File: src/rtl/adc_trig_pkg.sv
package adc_trig_pkg;
  localparam int unsigned N_PATHS_DEF     = 2;
  localparam int unsigned SYNC_STAGES_DEF = 2;
  // 2.5 converter clocks rounded up to whole cycles
  localparam int unsigned MASK_CYCLES_DEF = 3;
endpackage

File: src/rtl/adc_trig_sync.sv
module adc_trig_sync #(
  parameter int unsigned STAGES = 2
) (
  input  logic clk_i,
  input  logic rst_ni,
  input  logic async_i,
  output logic pulse_o
);
  // chain[STAGES-1] is the synchronized level, chain[STAGES] its previous value
  logic [STAGES:0] chain_q;

  always_ff @(posedge clk_i or negedge rst_ni) begin
    if (!rst_ni) chain_q <= '0;
    else         chain_q <= {chain_q[STAGES-1:0], async_i};
  end

  assign pulse_o = chain_q[STAGES-1] & ~chain_q[STAGES];

  assert_single_pulse_R1: assert property (@(posedge clk_i) disable iff (!rst_ni)
    pulse_o |=> !pulse_o);
endmodule

File: src/rtl/adc_trig_gate.sv
module adc_trig_gate #(
  parameter int unsigned MASK_CYCLES = 3,
  localparam int unsigned CW = $clog2(MASK_CYCLES + 1)
) (
  input  logic clk_i,
  input  logic rst_ni,
  input  logic pulse_i,
  input  logic busy_i,
  input  logic grant_i,
  output logic live_o,
  output logic want_o,
  output logic masked_o
);
  logic [CW-1:0] cnt_q;

  always_ff @(posedge clk_i or negedge rst_ni) begin
    if (!rst_ni)            cnt_q <= '0;
    else if (grant_i)       cnt_q <= CW'(MASK_CYCLES);
    else if (cnt_q != '0)   cnt_q <= cnt_q - 1'b1;
  end

  assign masked_o = (cnt_q != '0);
  assign live_o   = pulse_i & ~masked_o;
  assign want_o   = live_o & ~busy_i;

  assert_grant_idle_R2: assert property (@(posedge clk_i) disable iff (!rst_ni)
    grant_i |-> (!busy_i && pulse_i));
  assert_mask_loaded_R7: assert property (@(posedge clk_i) disable iff (!rst_ni)
    grant_i |=> masked_o);
endmodule

File: src/rtl/adc_err_flags.sv
module adc_err_flags (
  input  logic clk_i,
  input  logic rst_ni,
  input  logic set_i,
  input  logic clr_buf_i,
  input  logic load_i,
  input  logic clr_vis_i,
  output logic buf_o,
  output logic vis_o
);
  logic buf_q, vis_q;

  always_ff @(posedge clk_i or negedge rst_ni) begin
    if (!rst_ni) begin
      buf_q <= 1'b0;
      vis_q <= 1'b0;
    end else begin
      if (set_i)          buf_q <= 1'b1;
      else if (clr_buf_i) buf_q <= 1'b0;
      if (load_i)         vis_q <= buf_q;
      else if (clr_vis_i) vis_q <= 1'b0;
    end
  end

  assign buf_o = buf_q;
  assign vis_o = vis_q;

  assert_set_wins_R8: assert property (@(posedge clk_i) disable iff (!rst_ni)
    set_i |=> buf_q);
  assert_load_copy_R4: assert property (@(posedge clk_i) disable iff (!rst_ni)
    load_i |=> (vis_q == $past(buf_q)));
endmodule

File: src/rtl/adc_trig_guard.sv
module adc_trig_guard
  import adc_trig_pkg::*;
#(
  parameter int unsigned N_PATHS     = N_PATHS_DEF,
  parameter int unsigned SYNC_STAGES = SYNC_STAGES_DEF,
  parameter int unsigned MASK_CYCLES = MASK_CYCLES_DEF
) (
  input  logic               clk_i,
  input  logic               rst_ni,
  input  logic [N_PATHS-1:0] start_trig_i,
  input  logic [N_PATHS-1:0] load_trig_i,
  input  logic               ext_mode_i,
  input  logic               conv_busy_i,
  input  logic [N_PATHS-1:0] clr_buf_i,
  input  logic [N_PATHS-1:0] clr_vis_i,
  output logic               conv_start_o,
  output logic [N_PATHS-1:0] start_sel_o,
  output logic [N_PATHS-1:0] err_buf_o,
  output logic [N_PATHS-1:0] err_vis_o
);
  logic [N_PATHS-1:0] st_pulse, ld_pulse, live, want, masked, grant, set_buf;
  logic [N_PATHS-1:0] sel_q;
  logic               start_q;

  for (genvar i = 0; i < N_PATHS; i++) begin : g_path
    adc_trig_sync #(.STAGES(SYNC_STAGES)) u_st_sync (
      .clk_i(clk_i), .rst_ni(rst_ni), .async_i(start_trig_i[i]), .pulse_o(st_pulse[i])
    );
    adc_trig_sync #(.STAGES(SYNC_STAGES)) u_ld_sync (
      .clk_i(clk_i), .rst_ni(rst_ni), .async_i(load_trig_i[i]), .pulse_o(ld_pulse[i])
    );
    adc_trig_gate #(.MASK_CYCLES(MASK_CYCLES)) u_gate (
      .clk_i(clk_i), .rst_ni(rst_ni), .pulse_i(st_pulse[i]), .busy_i(conv_busy_i),
      .grant_i(grant[i]), .live_o(live[i]), .want_o(want[i]), .masked_o(masked[i])
    );
    adc_err_flags u_flags (
      .clk_i(clk_i), .rst_ni(rst_ni), .set_i(set_buf[i]), .clr_buf_i(clr_buf_i[i]),
      .load_i(ld_pulse[i]), .clr_vis_i(clr_vis_i[i]),
      .buf_o(err_buf_o[i]), .vis_o(err_vis_o[i])
    );

    assert_mask_quiet_R7: assert property (@(posedge clk_i) disable iff (!rst_ni)
      masked[i] |=> !($rose(err_buf_o[i]) || start_sel_o[i]));
    assert_mode_gate_R6: assert property (@(posedge clk_i) disable iff (!rst_ni)
      $rose(err_buf_o[i]) |-> $past(ext_mode_i));
    assert_vis_cause_R4: assert property (@(posedge clk_i) disable iff (!rst_ni)
      !$stable(err_vis_o[i]) |-> $past(ld_pulse[i] || clr_vis_i[i]));
  end

  // lowest index wins; losers fall through to collision
  assign grant   = want & (~want + 1'b1);
  assign set_buf = (live & ~grant) & {N_PATHS{ext_mode_i}};

  always_ff @(posedge clk_i or negedge rst_ni) begin
    if (!rst_ni) begin
      sel_q   <= '0;
      start_q <= 1'b0;
    end else begin
      sel_q   <= grant;
      start_q <= |grant;
    end
  end

  assign start_sel_o  = sel_q;
  assign conv_start_o = start_q;

  assert_start_idle_R2: assert property (@(posedge clk_i) disable iff (!rst_ni)
    conv_start_o |-> $past(!conv_busy_i));
  assert_sel_onehot_R5: assert property (@(posedge clk_i) disable iff (!rst_ni)
    $onehot0(start_sel_o) && (conv_start_o == (start_sel_o != '0)));
  assert_start_single_R2: assert property (@(posedge clk_i) disable iff (!rst_ni)
    conv_start_o |=> !conv_start_o);
endmodule

File: config.mk
export PLATFORM = sky130hd
export DESIGN_NAME = adc_trig_guard
export DESIGN_NICKNAME = d
export VERILOG_FILES = /design/src/rtl/adc_trig_pkg.sv /design/src/rtl/adc_trig_sync.sv /design/src/rtl/adc_trig_gate.sv /design/src/rtl/adc_err_flags.sv /design/src/rtl/adc_trig_guard.sv
export SDC_FILE = /design/constraint.sdc
export NUM_CORES = 1
export LEC_CHECK = 0
export BUFFER_PORTS_ARGS = -buffer_cell sky130_fd_sc_hd__buf_2
export CORE_UTILIZATION = 51
export DETAILED_ROUTE_END_ITERATION = 8
export PLACE_DENSITY_LB_ADDON = 0.2
export SLEW_MARGIN = 20
export SYNTH_ARGS = -nofsm -noshare
export SYNTH_HDL_FRONTEND = slang
export SYNTH_HIERARCHICAL = 1
export SYNTH_SLANG_ARGS = --single-unit
File: constraint.sdc
create_clock -name clk_i -period 1.9 [get_ports clk_i]
set_clock_uncertainty 0.1 [all_clocks]
set_input_delay 0.095 -clock clk_i [delete_from_list [all_inputs] [get_ports clk_i]]
set_output_delay 0.095 -clock clk_i [all_outputs]
set_load 0.005 [all_outputs]
==> results.md, run 1 <==
- HPWL after DPL: 775 microns
- Via density: 4.69
- Sw frac: 26.8%
- Worst min path class: input pin to flip-flop
- Finished Cell Area: 1100 sq um
- TritonCTS clock tree: done
- Reg power frac: 54.0%
- Number of global-route vias before repair: 525
- Peak Freq: 0.649 GHz
- Syn Inst Count: 61
- Syn Std Cell Area: 871 sq um
- Leak Pwr: 0.601 nW
- Core ar.: 1560 sq um
- Headroom to the max-slew limit: 67.9%
- Wirelength per Cell: 10.8 microns
- Outcome: finished with violations
- Worst Max-Slew Pin Slew: 482 ps
- Clock Latency Late Sink: 300 ps
- Seq. cell area: 576 sq um
- Clk pwr share: 19.1%
- Fin. Hold Viols: 0
- Max-cap viol count: 0
- CP Data Arrival Time: 1640 ps
- Antenna Cells: 0
- Crit Path Max Fanout: 4
- Maximum VDD drop: 0.000729 V
- Setup TNS: 0 ps
- Setup Crit Path Kind: flip-flop to flip-flop
- Final Critical Period: 1540 ps
- Pwr Density: 1010 nW/um^2
- Startpoint type of the worst setup path: flip-flop
- Switching Power: 297 uW
- # rows: 14
- DP Area: 981 sq um
- Endpoints failing setup: 0
- Routed vias: 507
- Worst endpoint required time: 2000 ps
- DR DRC count: 3
- Failing checks: design-rule violations
- DIE WIDTH: 43.3 microns
- Worst-path clk slew: 120 ps
- Total track usage: 15.4%
- # H-tree levels: 1
- IO Count: 19
- Share of cells above drive strength 1: 34.8%
- Post-CTS Setup Repair Bufs: 0
- CP endpoint kind: flip-flop
- Total wire length: 1.16 mm
- Cts repair resizes: 0
- Cell Int Power: 812 uW
- Routability cong.: 0.717
- Unrepaired setup endpoints after global routing: no
- Antenna Nets Post-Route: 0
- Warnings from Yosys: 6
- Fin crit share: 81.1%
- Grt ovf: 0
- Bufs on Longest Clock Path: 2
- Initial antenna violation count: 0
- Die H: 43.3 microns
- CTS Buf Count: 3
- Final Max Slew Viols: 0
- Comb pwr share: 27.0%
- Pre-antenna DRT Iters: 6
- Fin nets: 107
- Area occupied by multi-input gates: 273 sq um
- DRT iter0 DRCs: 5
- Mean Syn Cell Area: 14.3 sq um
- Largest net degree at the start of global routing: 24
- Area delta synth->final: 26.1%
- Post-Syn Nets: 75
- Initial Util: 55.9%
- Die area: 1880 sq um
- CTS sink cnt: 23
- Global-route wire length before repair: 2.07 mm
- Filler Cell Count: 119
- Clk root buf: clkbuf_4
- Port bufs: 18
[layer usage]
metal | up-vias | routed length (microns) | track usage [%]
met5 | - | 0 | 0
met3 | 2 | 43 | 2.55
met1 | 245 | 536 | 19.8
met2 | 10 | 577 | 24.5
li1 | 250 | - | -
met4 | 0 | 6 | 9.38
[layout by cell type (no fill, tap or decap)]
cell           count
clkinv_2           1
dlygate4sd3_1      9
nor2_2             1
xor2_1             2
ha_1               2
or2_1              1
dfrtp_1           23
a22o_1             2
and2_4             2
nor2_1             3
nand2_1            2
nand2b_1           6
inv_1              6
nor2b_4            7
clkbuf_4           3
a21o_1             4
buf_2             18
[power groups by stage]
stage / clock [mW] / combinational (mW) / sequential [mW]
2_1_floorplan: 0 / 0.217 / 0.606
5_1_grt: 0.242 / 0.345 / 0.606
6_report: 0.212 / 0.299 / 0.599
4_1_cts: 0.227 / 0.304 / 0.599
3_3_place_gp: 0 / 0.288 / 0.607
3_5_place_dp: 0 / 0.287 / 0.609
[state kept, by name (all words and copies together), names as in the netlist]
name,count
g_path.u_st_sync/chain_q,6
start_sel_o,2
g_path.u_ld_sync/chain_q,6
g_path.u_flags/buf_o,2
conv_start_o,1
g_path.u_flags/vis_o,2
g_path.u_gate/cnt_q,4
[critical path, stage by stage, from the launching register on]
cell and delay [ps]:
dfrtp_1 400, inv_1 60, ha_1 220, and2_4 170
nor2b_4 130, nor2b_4 170, nor2_2 50, a21o_1 150
[path summary, 6_finish.rpt]
check                                               start                              to  slack (ps)  cells past startpoint
setup / recovery                g_path[1].u_gate/cnt_q[0]         g_path[1].u_flags/buf_o         360                      7
hold / removal                               clr_vis_i[1]         g_path[1].u_flags/vis_o          20                      3
setup reg to reg                g_path[1].u_gate/cnt_q[0]         g_path[1].u_flags/buf_o         360                      7
hold reg to reg            g_path[1].u_st_sync/chain_q[0]  g_path[1].u_st_sync/chain_q[1]         260                      0
max in group asynchronous                          rst_ni       g_path[0].u_gate/cnt_q[1]        1200                      2
min in group asynchronous                          rst_ni                    conv_start_o         180                      2
[cell type report]
class                   count  share of cell area (%)
clock inverters             1                   0.456
multi-input cells          32                    24.8
inverters                   6                    2.05
clock buffers               3                    2.05
repair buffers             27                    16.4
flip-flops and latches     23                    52.4
well taps                  16                    1.82
[through the flow]
stage	hold WS, ps	worst slack, ps	power, mW	utilization (%)	cells
6_report	18.6	359	1.11	70.5	108
4_1_cts	5.21	334	1.13	70.5	108
5_1_grt	15.4	274	1.19	70.5	108
3_5_place_dp	-18.3	351	0.896	62.9	95
2_1_floorplan	-301	466	0.823	-	61
3_3_place_gp	-17.5	384	0.895	62.9	95
[timing repair]
action / in CTS / in global routing
hold buffers: 9 / 0
setup endpoints to repair: 0 / 0
hold endpoints to repair: 31 / 0
Power figures use the tool's default switching activity.
==> run 2: changes to the inputs <==
--- a/config.mk
+++ b/config.mk
@@ -5,8 +5,9 @@
 export SDC_FILE = /design/constraint.sdc
 export NUM_CORES = 1
 export LEC_CHECK = 0
+export ABC_AREA = 1
 export BUFFER_PORTS_ARGS = -buffer_cell sky130_fd_sc_hd__buf_2
-export CORE_UTILIZATION = 51
+export CORE_UTILIZATION = 50
 export DETAILED_ROUTE_END_ITERATION = 8
 export PLACE_DENSITY_LB_ADDON = 0.2
 export SLEW_MARGIN = 20
==> constraint.sdc (replaced) <==
create_clock -name clk_i -period 1.45 [get_ports clk_i]
set_clock_uncertainty 0.1 [all_clocks]
set_input_delay 0.0725 -clock clk_i [delete_from_list [all_inputs] [get_ports clk_i]]
set_output_delay 0.0725 -clock clk_i [all_outputs]
set_load 0.005 [all_outputs]
==> results.md, run 2 <==
- DRT iter0 DRCs: 5
- Final cell utilization of the core: 75.7%
- Worst min path class: input pin to flip-flop
- Endpoints failing setup: 0
- Routed vias: 614
- Async S/R FF share, synth: 100%
- CTS Buf Count: 3
- Via density: 4.55
- Warnings from Yosys: 6
- Outcome: finished clean
- Simple logic cell fraction of the synthesized area: 18.0%
- Synth top cells by count: 23 x dfrtp_1, 19 x nand2_1, 17 x inv_1
- Cell Int Power: 1.10 mW
- Pre-antenna DRT Iters: 4
- Worst-path clk slew: 110 ps
- HPWL after DPL: 937 microns
- Routability cong.: 0.689
- Setup Crit Path Kind: flip-flop to flip-flop
- Startpoint type of the worst setup path: flip-flop
- GR Layer Usage met2: 31.9%
- Leak Pwr: 0.643 nW
- Peak Freq: 0.730 GHz
- Bufs on Longest Clock Path: 2
- Fin crit share: 94.4%
- Sw frac: 31.0%
- Layout Cells excl Fill: 135
- Die H: 43.3 microns
- Largest net degree at the start of global routing: 24
- Final hold slack: 16.9 ps
- Total wire length: 1.48 mm
- Busiest layer in global routing: met2
- Post-synth top area share: 67.4%
- TritonCTS clock tree: done
- Crit Path Max Fanout: 2
- GR Util met1: 21.9%
- Comb pwr share: 33.5%
- Core ar.: 1540 sq um
- DR DRC count: 0
- CTS sink cnt: 23
- DIE WIDTH: 43.3 microns
- Largest family of logic cells by synthesized area: simple AND/OR/NAND/NOR gates
- Maximum VDD drop: 0.000845 V
- Synth Area in Compound Gates: 2.79%
- Final Critical Period: 1370 ps
- Syn Inst Count: 81
- Adder-Cell Fraction of Synth Area: 2.93%
- Wirelength per Cell: 10.9 microns
- Mux contribution to synthesized area: 0%
- Top cells by area, synth: dfrtp_1 67%, nand2_1 8.4%, inv_1 7.5%
- Initial Util: 55.4%
- Mean Syn Cell Area: 10.5 sq um
- Yosys top cell by area: dfrtp_1
- Sequential area share after synthesis: 67.4%
- Switching Power: 496 uW
- Die area: 1880 sq um
- Worst Max-Slew Pin Slew: 491 ps
- # rows: 14
- Total track usage: 18.3%
- Most frequent cells in the layout: 23 x dfrtp_1, 18 x buf_2, 17 x nand2_1
- Fin nets: 134
- Share of cells above drive strength 1: 39.5%
- Post-synth EDFFs: 0
- # H-tree levels: 1
- Antenna Nets Post-Route: 0
- Headroom to the max-slew limit: 67.3%
- Top-count cell post-synth: dfrtp_1
- Max-cap viol count: 0
- Final Max Slew Viols: 0
- Clk pwr share: 16.9%
- IO Count: 19
- Largest registers: g_path.u_ld_sync/chain_q x6, g_path.u_st_sync/chain_q x6, g_path.u_gate/cnt_q x4
- Reg power frac: 49.6%
- Antenna Cells: 0
- Clock Latency Late Sink: 290 ps
- Fin. Hold Viols: 0
- Finished Cell Area: 1170 sq um
- Grt ovf: 0
- Post-synth top flop: dfrtp_1
- Setup WS post-layout: 80.8 ps
- Initial antenna violation count: 0
- Pre-CTS WS: -1.86 ps
- Synthesized flop and latch total: 23
- Worst endpoint required time: 1530 ps
- Most common cell after layout, fill and taps aside: dfrtp_1
- CP endpoint kind: flip-flop
- DP Area: 971 sq um
- Clk root buf: clkbuf_4
- CP Data Arrival Time: 1450 ps
- DP Cell Count: 116
- Port bufs: 18
- Global-route wire length before repair: 2.44 mm
- GR Util met3: 2.55%
- Syn Std Cell Area: 853 sq um
- Yosys cell types: 11
- Number of global-route vias before repair: 605
- Pwr Density: 1370 nW/um^2
- Area delta synth->final: 36.8%
- Post-Syn Nets: 95
- Post-synthesis xor/xnor area fraction: 0%
==> run 2: repair_timing <==
item | in CTS | in global routing
endpoints found under the setup margin | 3 | 4
gates resized for setup | 1 | 10
pin swaps | 0 | 3
setup buffers | 0 | 5
hold buffers | 10 | 0
gates cloned | 0 | 0
endpoints found under the hold margin | 34 | 0
==> run 2: layout make-up <==
type | count | area [sq um]
repair buffers | 34 | 235
inverters | 20 | 75.1
fillers | 105 | 374
clock buffers | 4 | 26.3
well taps | 16 | 20.0
flip-flops and latches | 23 | 576
multi-input cells | 38 | 235
==> run 2: worst paths after layout <==
| path | start | to | slack (ps) | cells after the start |
|---|---|---|---|---|
| worst min-delay path | ext_mode_i | g_path[0].u_flags/buf_o | 20 | 4 |
| worst max register to register | g_path[1].u_gate/cnt_q[0] | g_path[1].u_flags/buf_o | 80 | 7 |
| max in group asynchronous | rst_ni | g_path[1].u_st_sync/chain_q[1] | 760 | 2 |
| worst min register to register | g_path[0].u_ld_sync/chain_q[0] | g_path[0].u_ld_sync/chain_q[1] | 260 | 0 |
| min in group asynchronous | rst_ni | g_path[0].u_ld_sync/chain_q[0] | 160 | 2 |
| worst max-delay path | g_path[1].u_gate/cnt_q[0] | g_path[1].u_flags/buf_o | 80 | 7 |
==> run 2: cells by family (layout without fill, tap and decap cells) <==
logic type / Yosys count / after routing
flops: 23 / 23
simple gates: 33 / 33
buf+inv: 20 / 58
compound gates: 3 / 3
fa+ha+maj: 2 / 2
==> run 2: layer usage <==
layer,wire (microns),up-vias
met2,786,14
met3,42,2
met4,15,0
met1,633,287
li1,-,311
met5,0,-
==> run 2: worst max-delay path: stages, from the launching register on <==
cell      delay, ps
dfrtp_1         400
inv_1            80
ha_2            180
nand2_2          80
nor2_4          120
buf_4           120
a21oi_2          40
o21bai_1        150
==> run 2: stage by stage <==
| stage | setup TNS [ps] | power (mW) |
|---|---|---|
| floorplan | 0 | 1.08 |
| global placement | 0 | 1.19 |
| detailed placement | -1.86 | 1.22 |
| CTS | 0 | 1.52 |
| global route | -15.3 | 1.74 |
| finish | 0 | 1.60 |
==> run 2: power by group through the flow <==
| stage | Combinational [mW] | Sequential [mW] | Clock, mW |
|---|---|---|---|
| 6_report | 0.536 | 0.794 | 0.270 |
| 5_1_grt | 0.622 | 0.804 | 0.313 |
| 4_1_cts | 0.441 | 0.790 | 0.288 |
| 3_5_place_dp | 0.415 | 0.803 | 0 |
| 3_3_place_gp | 0.390 | 0.797 | 0 |
| 2_1_floorplan | 0.292 | 0.793 | 0 |
